### src/rtl/pwm_brake_pkg.sv
package pwm_brake_pkg;
    localparam int NUM_SRC  = 5;
    localparam int SRC_CMP0 = 0;
    localparam int SRC_CMP1 = 1;
    localparam int SRC_PIN0 = 2;
    localparam int SRC_PIN1 = 3;
    localparam int SRC_SYS  = 4;

    typedef enum logic [1:0] {
        ST_RUN        = 2'd0,
        ST_LEVEL_HOLD = 2'd1,
        ST_LEVEL_WAIT = 2'd2,
        ST_EDGE_LATCH = 2'd3
    } brake_state_e;
endpackage

### src/rtl/brake_tick_gen.sv
module brake_tick_gen #(
    parameter int DIV_W = 3
) (
    input  logic             clk,
    input  logic             rst_n,
    input  logic [DIV_W-1:0] div_code,
    output logic             tick
);
    localparam int CNT_W = (1 << DIV_W) - 1;

    logic [CNT_W-1:0] free_cnt;
    logic [CNT_W-1:0] mask;

    always_ff @(posedge clk or negedge rst_n) begin
        if (!rst_n) begin
            free_cnt <= '0;
        end else begin
            free_cnt <= free_cnt + 1'b1;
        end
    end

    always_comb begin
        mask = (CNT_W'(1) << div_code) - CNT_W'(1);
        tick = ((free_cnt & mask) == mask);
    end
endmodule

### src/rtl/brake_pin_filter.sv
module brake_pin_filter #(
    parameter int CNT_W = 4
) (
    input  logic             clk,
    input  logic             rst_n,
    input  logic             tick,
    input  logic             raw,
    input  logic             invert,
    input  logic [CNT_W-1:0] need_cnt,
    output logic             filt
);
    logic             sample;
    logic [CNT_W:0]   need;
    logic [CNT_W-1:0] run_cnt;
    logic             filt_q;

    always_comb begin
        sample = raw ^ invert;
        need   = (need_cnt == '0) ? (CNT_W+1)'(1) : {1'b0, need_cnt};
    end

    always_ff @(posedge clk or negedge rst_n) begin
        if (!rst_n) begin
            filt_q  <= 1'b0;
            run_cnt <= '0;
        end else if (tick) begin
            if (sample == filt_q) begin
                run_cnt <= '0;
            end else if (({1'b0, run_cnt} + (CNT_W+1)'(1)) >= need) begin
                filt_q  <= sample;
                run_cnt <= '0;
            end else begin
                run_cnt <= run_cnt + 1'b1;
            end
        end
    end

    assign filt = filt_q;

    AST_FILT_HOLD_NO_TICK: assert property (@(posedge clk) disable iff (!rst_n)
        !tick |=> $stable(filt_q));
endmodule

### src/rtl/brake_fsm.sv
module brake_fsm
    import pwm_brake_pkg::*;
#(
    parameter int NUM_CH = 2
) (
    input  logic              clk,
    input  logic              rst_n,
    input  logic              edge_hit,
    input  logic              lvl_act,
    input  logic              edge_release,
    input  logic              period_end,
    input  logic [1:0]        irq_ack,
    input  logic [NUM_CH-1:0] safe_lvl,
    input  logic [NUM_CH-1:0] pwm_in,
    output logic [NUM_CH-1:0] pwm_out,
    output logic              brake_active,
    output logic [1:0]        irq_flags
);
    brake_state_e state_q, state_d;
    logic         lvl_q;
    logic [1:0]   flags_q;

    always_comb begin
        state_d = state_q;
        unique case (state_q)
            ST_RUN: begin
                if (edge_hit)     state_d = ST_EDGE_LATCH;
                else if (lvl_act) state_d = ST_LEVEL_HOLD;
            end
            ST_LEVEL_HOLD: begin
                if (edge_hit)      state_d = ST_EDGE_LATCH;
                else if (!lvl_act) state_d = ST_LEVEL_WAIT;
            end
            ST_LEVEL_WAIT: begin
                if (edge_hit)        state_d = ST_EDGE_LATCH;
                else if (lvl_act)    state_d = ST_LEVEL_HOLD;
                else if (period_end) state_d = ST_RUN;
            end
            ST_EDGE_LATCH: begin
                if (edge_release && !edge_hit)
                    state_d = lvl_act ? ST_LEVEL_HOLD : ST_RUN;
            end
            default: state_d = ST_RUN;
        endcase
    end

    always_ff @(posedge clk or negedge rst_n) begin
        if (!rst_n) begin
            state_q <= ST_RUN;
        end else begin
            state_q <= state_d;
        end
    end

    always_ff @(posedge clk or negedge rst_n) begin
        if (!rst_n) begin
            lvl_q   <= 1'b0;
            flags_q <= 2'b00;
        end else begin
            lvl_q <= lvl_act;
            flags_q[0] <= edge_hit | (flags_q[0] & ~irq_ack[0]);
            flags_q[1] <= (lvl_act & ~lvl_q) | (flags_q[1] & ~irq_ack[1]);
        end
    end

    always_comb begin
        brake_active = (state_q != ST_RUN);
        pwm_out      = brake_active ? safe_lvl : pwm_in;
        irq_flags    = flags_q;
    end

    AST_EDGE_STICKY: assert property (@(posedge clk) disable iff (!rst_n)
        (state_q == ST_EDGE_LATCH && !edge_release) |=> (state_q == ST_EDGE_LATCH));
    AST_RELEASE_CLASH: assert property (@(posedge clk) disable iff (!rst_n)
        (edge_hit && edge_release) |=> brake_active);
    AST_WAIT_NO_EARLY: assert property (@(posedge clk) disable iff (!rst_n)
        (state_q == ST_LEVEL_WAIT && !period_end) |=> brake_active);
    AST_EDGE_FLAG_SET: assert property (@(posedge clk) disable iff (!rst_n)
        edge_hit |=> irq_flags[0]);
endmodule

### src/rtl/pwm_brake_ctrl.sv
module pwm_brake_ctrl
    import pwm_brake_pkg::*;
#(
    parameter int NUM_CH  = 2,
    parameter int NUM_PIN = 2,
    parameter int NUM_CMP = 2,
    parameter int NUM_SYS = 4,
    parameter int DIV_W   = 3,
    parameter int CNT_W   = 4
) (
    input  logic               clk,
    input  logic               rst_n,
    input  logic [NUM_CMP-1:0] cmp_in,
    input  logic [NUM_PIN-1:0] pin_raw,
    input  logic [NUM_PIN-1:0] pin_inv,
    input  logic [DIV_W-1:0]   nf_div,
    input  logic [CNT_W-1:0]   nf_count,
    input  logic [NUM_SYS-1:0] sys_fail_in,
    input  logic [NUM_SYS-1:0] sys_fail_en,
    input  logic               sw_edge_req,
    input  logic               sw_level_req,
    input  logic [NUM_SRC-1:0] edge_en,
    input  logic [NUM_SRC-1:0] level_en,
    input  logic               edge_release,
    input  logic               period_end,
    input  logic [1:0]         irq_ack,
    input  logic [NUM_CH-1:0]  safe_lvl,
    input  logic [NUM_CH-1:0]  pwm_in,
    output logic [NUM_CH-1:0]  pwm_out,
    output logic               brake_active,
    output logic [1:0]         irq_flags
);
    logic               tick;
    logic [NUM_PIN-1:0] pin_filt;
    logic [NUM_SRC-1:0] src_now;
    logic [NUM_SRC-1:0] src_q;
    logic               sys_fail;
    logic               edge_hit;
    logic               lvl_act;

    brake_tick_gen #(.DIV_W(DIV_W)) u_tick (
        .clk     (clk),
        .rst_n   (rst_n),
        .div_code(nf_div),
        .tick    (tick)
    );

    for (genvar p = 0; p < NUM_PIN; p++) begin : g_pin
        brake_pin_filter #(.CNT_W(CNT_W)) u_filt (
            .clk     (clk),
            .rst_n   (rst_n),
            .tick    (tick),
            .raw     (pin_raw[p]),
            .invert  (pin_inv[p]),
            .need_cnt(nf_count),
            .filt    (pin_filt[p])
        );
    end

    always_comb begin
        sys_fail = |(sys_fail_in & sys_fail_en);
        src_now  = '0;
        src_now[SRC_CMP0] = cmp_in[0];
        src_now[SRC_CMP1] = cmp_in[1];
        src_now[SRC_PIN0] = pin_filt[0];
        src_now[SRC_PIN1] = pin_filt[1];
        src_now[SRC_SYS]  = sys_fail;
        edge_hit = (|(edge_en & src_now & ~src_q)) | sw_edge_req;
        lvl_act  = (|(level_en & src_now)) | sw_level_req;
    end

    always_ff @(posedge clk or negedge rst_n) begin
        if (!rst_n) begin
            src_q <= '0;
        end else begin
            src_q <= src_now;
        end
    end

    brake_fsm #(.NUM_CH(NUM_CH)) u_fsm (
        .clk         (clk),
        .rst_n       (rst_n),
        .edge_hit    (edge_hit),
        .lvl_act     (lvl_act),
        .edge_release(edge_release),
        .period_end  (period_end),
        .irq_ack     (irq_ack),
        .safe_lvl    (safe_lvl),
        .pwm_in      (pwm_in),
        .pwm_out     (pwm_out),
        .brake_active(brake_active),
        .irq_flags   (irq_flags)
    );

    AST_SYS_MASKED: assert property (@(posedge clk) disable iff (!rst_n)
        ((sys_fail_in & sys_fail_en) == '0 && level_en == 5'b10000 && edge_en == '0
         && !sw_level_req && !sw_edge_req && !brake_active) |=> !brake_active);
endmodule

### config.mk
export PLATFORM = sky130hd
export DESIGN_NAME = pwm_brake_ctrl
export DESIGN_NICKNAME = d
export VERILOG_FILES = /design/src/rtl/pwm_brake_pkg.sv /design/src/rtl/brake_tick_gen.sv /design/src/rtl/brake_pin_filter.sv /design/src/rtl/brake_fsm.sv /design/src/rtl/pwm_brake_ctrl.sv
export SDC_FILE = /design/constraint.sdc
export NUM_CORES = 1
export LEC_CHECK = 0
export BUFFER_PORTS_ARGS = -buffer_cell sky130_fd_sc_hd__buf_2
export CAP_MARGIN = 20
export CORE_ASPECT_RATIO = 0.7
export CORE_UTILIZATION = 51
export DETAILED_ROUTE_END_ITERATION = 10
export PLACE_DENSITY = 0.81
export RECOVER_POWER = 50
export SYNTH_ARGS = -nofsm -noshare
export SYNTH_HDL_FRONTEND = slang
export SYNTH_SLANG_ARGS = --single-unit
### constraint.sdc
create_clock -name clk -period 2.9 [get_ports clk]
set_input_delay 0.145 -clock clk [delete_from_list [all_inputs] [get_ports clk]]
set_output_delay 0.145 -clock clk [all_outputs]
set_load 0.05 [all_outputs]
# Word level (Yosys, flattened, before mapping)

Cells that the tools add are included.

Add/subtract/negate cells: 6
Reduce and logical (&&, ||, !) cells: 11
Order comparisons: 2
Shift-type cells: 1
Bitwise gates (word level): 20
Eq/ne operators: 10
$mul: 0
Mux-type cells: 16
Divide/modulo/power cells: 0

Operators by type and width:

| operator                                              | number |
|---|---|
| 2-to-1 mux 4 bit                                      | 5 |
| 2-to-1 mux 2 bit                                      | 9 |
| AND 5 bit                                             | 3 |
| adder 4 x 1 -> 5 bit, second input constant           | 2 |
| >= comparator 5 bit                                   | 2 |
| OR reduction 5 bit                                    | 2 |
| adder 4 x 1 -> 4 bit, second input constant           | 2 |
| one-hot mux 2 bit (4 select lines)                    | 1 |
| adder 7 x 1 -> 7 bit, second input constant           | 1 |
| AND 7 bit                                             | 1 |
| equality test 7 bit                                   | 1 |
| << shifter 1 x 3 -> 7 bit, first input constant       | 1 |
| subtractor 7 x 2 -> 7 bit, second input constant      | 1 |
| AND reduction 3 bit                                   | 2 |
| inverter 1 bit                                        | 5 |
| inverter 5 bit                                        | 1 |
| AND 4 bit                                             | 1 |
| equality test 2 bit, second input constant            | 2 |
| zero test 4 bit                                       | 1 |
| inequality test 4 x 2 -> 1 bit, second input constant | 1 |
| OR 1 bit                                              | 4 |
| AND reduction 4 bit                                   | 1 |
| OR reduction 4 bit                                    | 1 |
| AND 1 bit                                             | 3 |
| other kinds (11)                                      | 13 |

Word-level logic and storage cells: 75
Memories kept: 0
Output and inout bits: 5
Memory bits (writable): 0
Bits of input ports: 43
Bits in latches: 0
Memory bits (read-only): 0
Bits in registers: 27

# Longest topological paths before layout

Depth after elaboration: 10
Mapped depth: 10

# Hierarchy

Synthesis repeated with hierarchy kept, for this count alone.

Cells, all modules: 138
Area, all modules: 1485.2 µm²

By module, submodules not included:

| module           | area an instance (µm²) | instances | cells each | sequential area each (µm²) |
|---|---|---|---|---|
| brake_pin_filter | 359.1                  | 2         | 36         | 125.1 |
| brake_tick_gen   | 311.5                  | 1         | 27         | 175.2 |
| pwm_brake_ctrl   | 235.2                  | 1         | 20         | 125.1 |
| brake_fsm        | 220.2                  | 1         | 19         | 125.1 |

# Worst setup path after synthesis

No wires, ideal clock.

Path kind: register to register
From: register g_pin[1].u_filt.run_cnt[0]
To: register g_pin[1].u_filt.filt_q
Slack: 724 ps
Path buffers: 0
Clock period less this slack: 2176 ps
Data arrival time: 2051 ps
Cell stages (with the launch flop): 9
Cells stage by stage: dfrtp_1 ha_1 xor2_1 ha_1 a21o_1 a31oi_1 maj3_1 a21oi_1 mux2_2

Word-level cells in the longest chain between the ends: 3

Ends and longest elaborated chain:

| what                                 | line                   | text |
|---|---|---|
| start, declared                      | brake_pin_filter.sv:14 | `logic [CNT_W-1:0] run_cnt;` |
| start signal, assigned               | brake_pin_filter.sv:33 | `run_cnt <= run_cnt + 1'b1;` |
| adder 4 x 1 -> 5 bit                 | brake_pin_filter.sv:29 | `end else if (({1'b0, run_cnt} + (CNT_W+1)'(1)) >= need) begin` |
| >= comparator 5 bit                  | brake_pin_filter.sv:29 |  |
| AND reduction 3 bit (no source line) | -                      |  |
| end signal, assigned                 | brake_pin_filter.sv:30 | `filt_q <= sample;` |
| end, declared                        | brake_pin_filter.sv:15 | `logic filt_q;` |

No other way between the ends.
A chain may end at the register's enable or synchronous reset.

# Worst setup path in the final report

Same ends and word-level chain as after synthesis.

==> impl_metrics.csv <==
group,metric,value,unit
layout,mostFrequentLayoutCells,"44 x buf_2, 27 x dfrtp_1, 12 x nand2_1, 11 x inv_1",
layout,final_common_cell,"buf_2",
critical_path,critPathRequiredTime,3060,ps
global_route,grtUsageTotal,0.220,
timing,fmax,432,MHz
synthesis,synth_nets,205,
global_route,grt_max_degree,28,
timing,finalClockSkew,3.86,ps
synthesis,synth_warnings,0,
timing,hold_ws,20.4,ps
drt,first_iter_violations,85,
cts,insertion_delay,270,ps
global_route,grt_pass1_vias,1217,
cts,cts_made_buffers,3,
timing,finalSetupViolCount,0,
timing,timing.final.crit_share,0.798,
drt,wl_per_cell,13.1,um
synthesis,yosysTopAreaCell,"dfrtp_1",
floorplan,row_count,16,
critical_path,rr_endpoint,"g_pin[1].u_filt.filt$_DFFE_PN0P_",
synthesis,synth_flop_cell,"dfrtp_1",
critical_path,arrival,2470,ps
layout,drive_gt1_frac,0.289,
timing,finalCriticalPeriod,2310,ps
critical_path,end_kind,"flip-flop",
run_status,status,"complete, no violations",
placement,dp_hpwl,2580,um
critical_path,rrSetupSlack,590,ps
floorplan,io_pins,48,
placement,dp.cells,234,
cts,post_cts_buffers,0,
synthesis,synth_area_leaders,"dfrtp_1 43%, ha_1 8.1%, xor2_1 5.6%",
flow_run,max_cap_violations,0,
synthesis,seq_area_frac_synth,0.435,
power,powerDensity,519,mW/mm^2
cts,cts_max_path_buffers,2,
drt,drc,0,
critical_path,worstReg2RegStart,"g_pin[1].u_filt.run_cnt[0]$_DFFE_PN0N_",
floorplan,die_area,0.00328,mm^2
power,worst_ir_drop_vdd,0.359,mV
layout,fin_area,0.00188,mm^2
cts,cts_tree,"done",
cts,h-tree-depth,1,
synthesis,synth_top_cell_area_share,0.435,
cts,cts_root_buf,"clkbuf_8",
critical_path,worstSetupPathType,"reg2reg",
synthesis,ys_types,37,
critical_path,setup.worst_path.start,"g_pin[1].u_filt.run_cnt[0]$_DFFE_PN0N_",
timing,hold_viol_final,0,
hold_path,min_path_type,"in2reg",
timing,worst_pin_slew,1400,ps
power,p_leak,0.979,nW
floorplan,core,0.00284,mm^2
critical_path,cp-start-kind,"flip-flop",
timing,tns,0,ps
drt,detail_route.first_pass.iterations,4,
placement,place_area,0.00182,mm^2
floorplan,initial_utilization,0.547,
drt,ant_nets,0,
timing,slew_violations,0,
floorplan,die_h,48.2,um
cts,ctsResizeCount,0,
drt,route.vias.total,1317,
layout,area_delta_synth_final,21.3,%
layout,fin_util,0.663,
global_route,antenna_found_initial,0,
drt,routed_via_density,5.49,
layout,antennaDiodeCount,0,
critical_path,r2r_cells,8,
timing,slew-limit-headroom,0.0638,
global_route,grt_overflow,0,
drt,routed_wl,3160,um
cts,ctsHoldBuffers,1,
synthesis,ys_seq_elements,27,
cts,clk_pin_slew,90,ps
placement,gp_congestion,0.863,
synthesis,synth_edf_count,0,
layout,nFillCells,230,
placement,io_buffers,47,
critical_path,path_max_fanout,5,
cts,cts_num_sinks,27,
layout,fin_nets,258,
floorplan,die_width,68.0,um
global_route,grt_pass1_wl,5190,um
synthesis,synthCells,152,
synthesis,netlist_area,0.00155,mm^2
synthesis,async_flop_share,1.00,
timing,rsz0062_at_grt,"false",
synthesis,synth.avg_cell_area,10.2,um^2
layout,fin_cells,240,
critical_path,endpoint,"g_pin[1].u_filt.filt$_DFFE_PN0P_",
[where the power goes]
part	switching [mW]	internal, mW	leakage [nW]
Combinational	0.156	0.138	0.627
Clock	0.109	0.0983	0.0228
Sequential	0.0503	0.427	0.329
Total	0.315	0.663	0.979
[cell type report]
| class | instances | area [um^2] | share of cell area |
|---|---|---|---|
| Clock buffer | 4 | 45.0 | 0.0239 |
| Inverter | 11 | 41.3 | 0.0219 |
| Multi-Input combinational cell | 113 | 826 | 0.438 |
| Sequential cell | 27 | 676 | 0.359 |
| Tap cell | 36 | 45.0 | 0.0239 |
| Timing Repair Buffer | 49 | 251 | 0.133 |
[layer usage]
| metal | vias up | global-route usage | routed length [um] |
|---|---|---|---|
| met1 | 637 | 0.274 | 1380 |
| met3 | 2 | 0.0584 | 123 |
| li1 | 654 | - | - |
| met5 | - | 0 | 0 |
| met2 | 24 | 0.398 | 1630 |
| met4 | 0 | 0.0375 | 18 |
[logic make-up (layout without fill, tap and decap cells)]
family / count (synthesis) / in the layout / synth area share
flops: 27 / 27 / 0.435
simple gates: 45 / 45 / 0.153
mux: 4 / 4 / 0.0290
xor+xnor: 13 / 13 / 0.0733
buf+inv: 12 / 64 / 0.0338
compound gates: 39 / 39 / 0.183
fa+ha+maj: 12 / 12 / 0.0934
[synthesized netlist by cell type, drive strengths merged (3+ instances only)]
cell   count
nor2       9
mux2       4
nand3      9
dfrtp     27
a21oi      5
a22o       6
ha        10
a31oi      5
o21ai      6
a21o       3
inv       11
xor2      10
xnor2      3
and2b      4
nand2     12
[registers in the layout, summed over array words and instances, names as in the netlist]
name                  count
g_pin.u_filt.filt         2
g_pin.u_filt.run_cnt      8
u_fsm.state_q             2
u_fsm.lvl_q               1
u_fsm.irq_flags           2
u_tick.free_cnt           7
src_q                     5
[metrics by stage]
step	worst slack (ps)	power (mW)
after global placement	508	0.756
after global routing	421	1.05
after detailed placement	387	0.778
after floorplan	724	0.679
final	586	0.978
after CTS	586	0.987
[worst min path at each step]
stage	cells past startpoint	endpoint	slack [ps]	start
floorplan	0	g_pin[0].u_filt.filt$_DFFE_PN0P_	-150	rst_n
global placement	1	g_pin[1].u_filt.run_cnt[2]$_DFFE_PN0N_	170	rst_n
detailed placement	1	g_pin[1].u_filt.run_cnt[2]$_DFFE_PN0N_	180	rst_n
CTS	1	src_q[0]$_DFF_PN0_	3	cmp_in[0]
global route	1	src_q[0]$_DFF_PN0_	10	cmp_in[0]
finish	1	src_q[0]$_DFF_PN0_	20	cmp_in[0]
[worst max-delay path, cell delays in order, from the launching register on]
cell	delay (ps)
dfrtp_1	440
ha_1	280
xor2_1	180
ha_1	300
a21o_1	110
a31oi_1	40
maj3_1	360
a21oi_1	160
mux2_2	350
(Power assumes the default switching activity.)
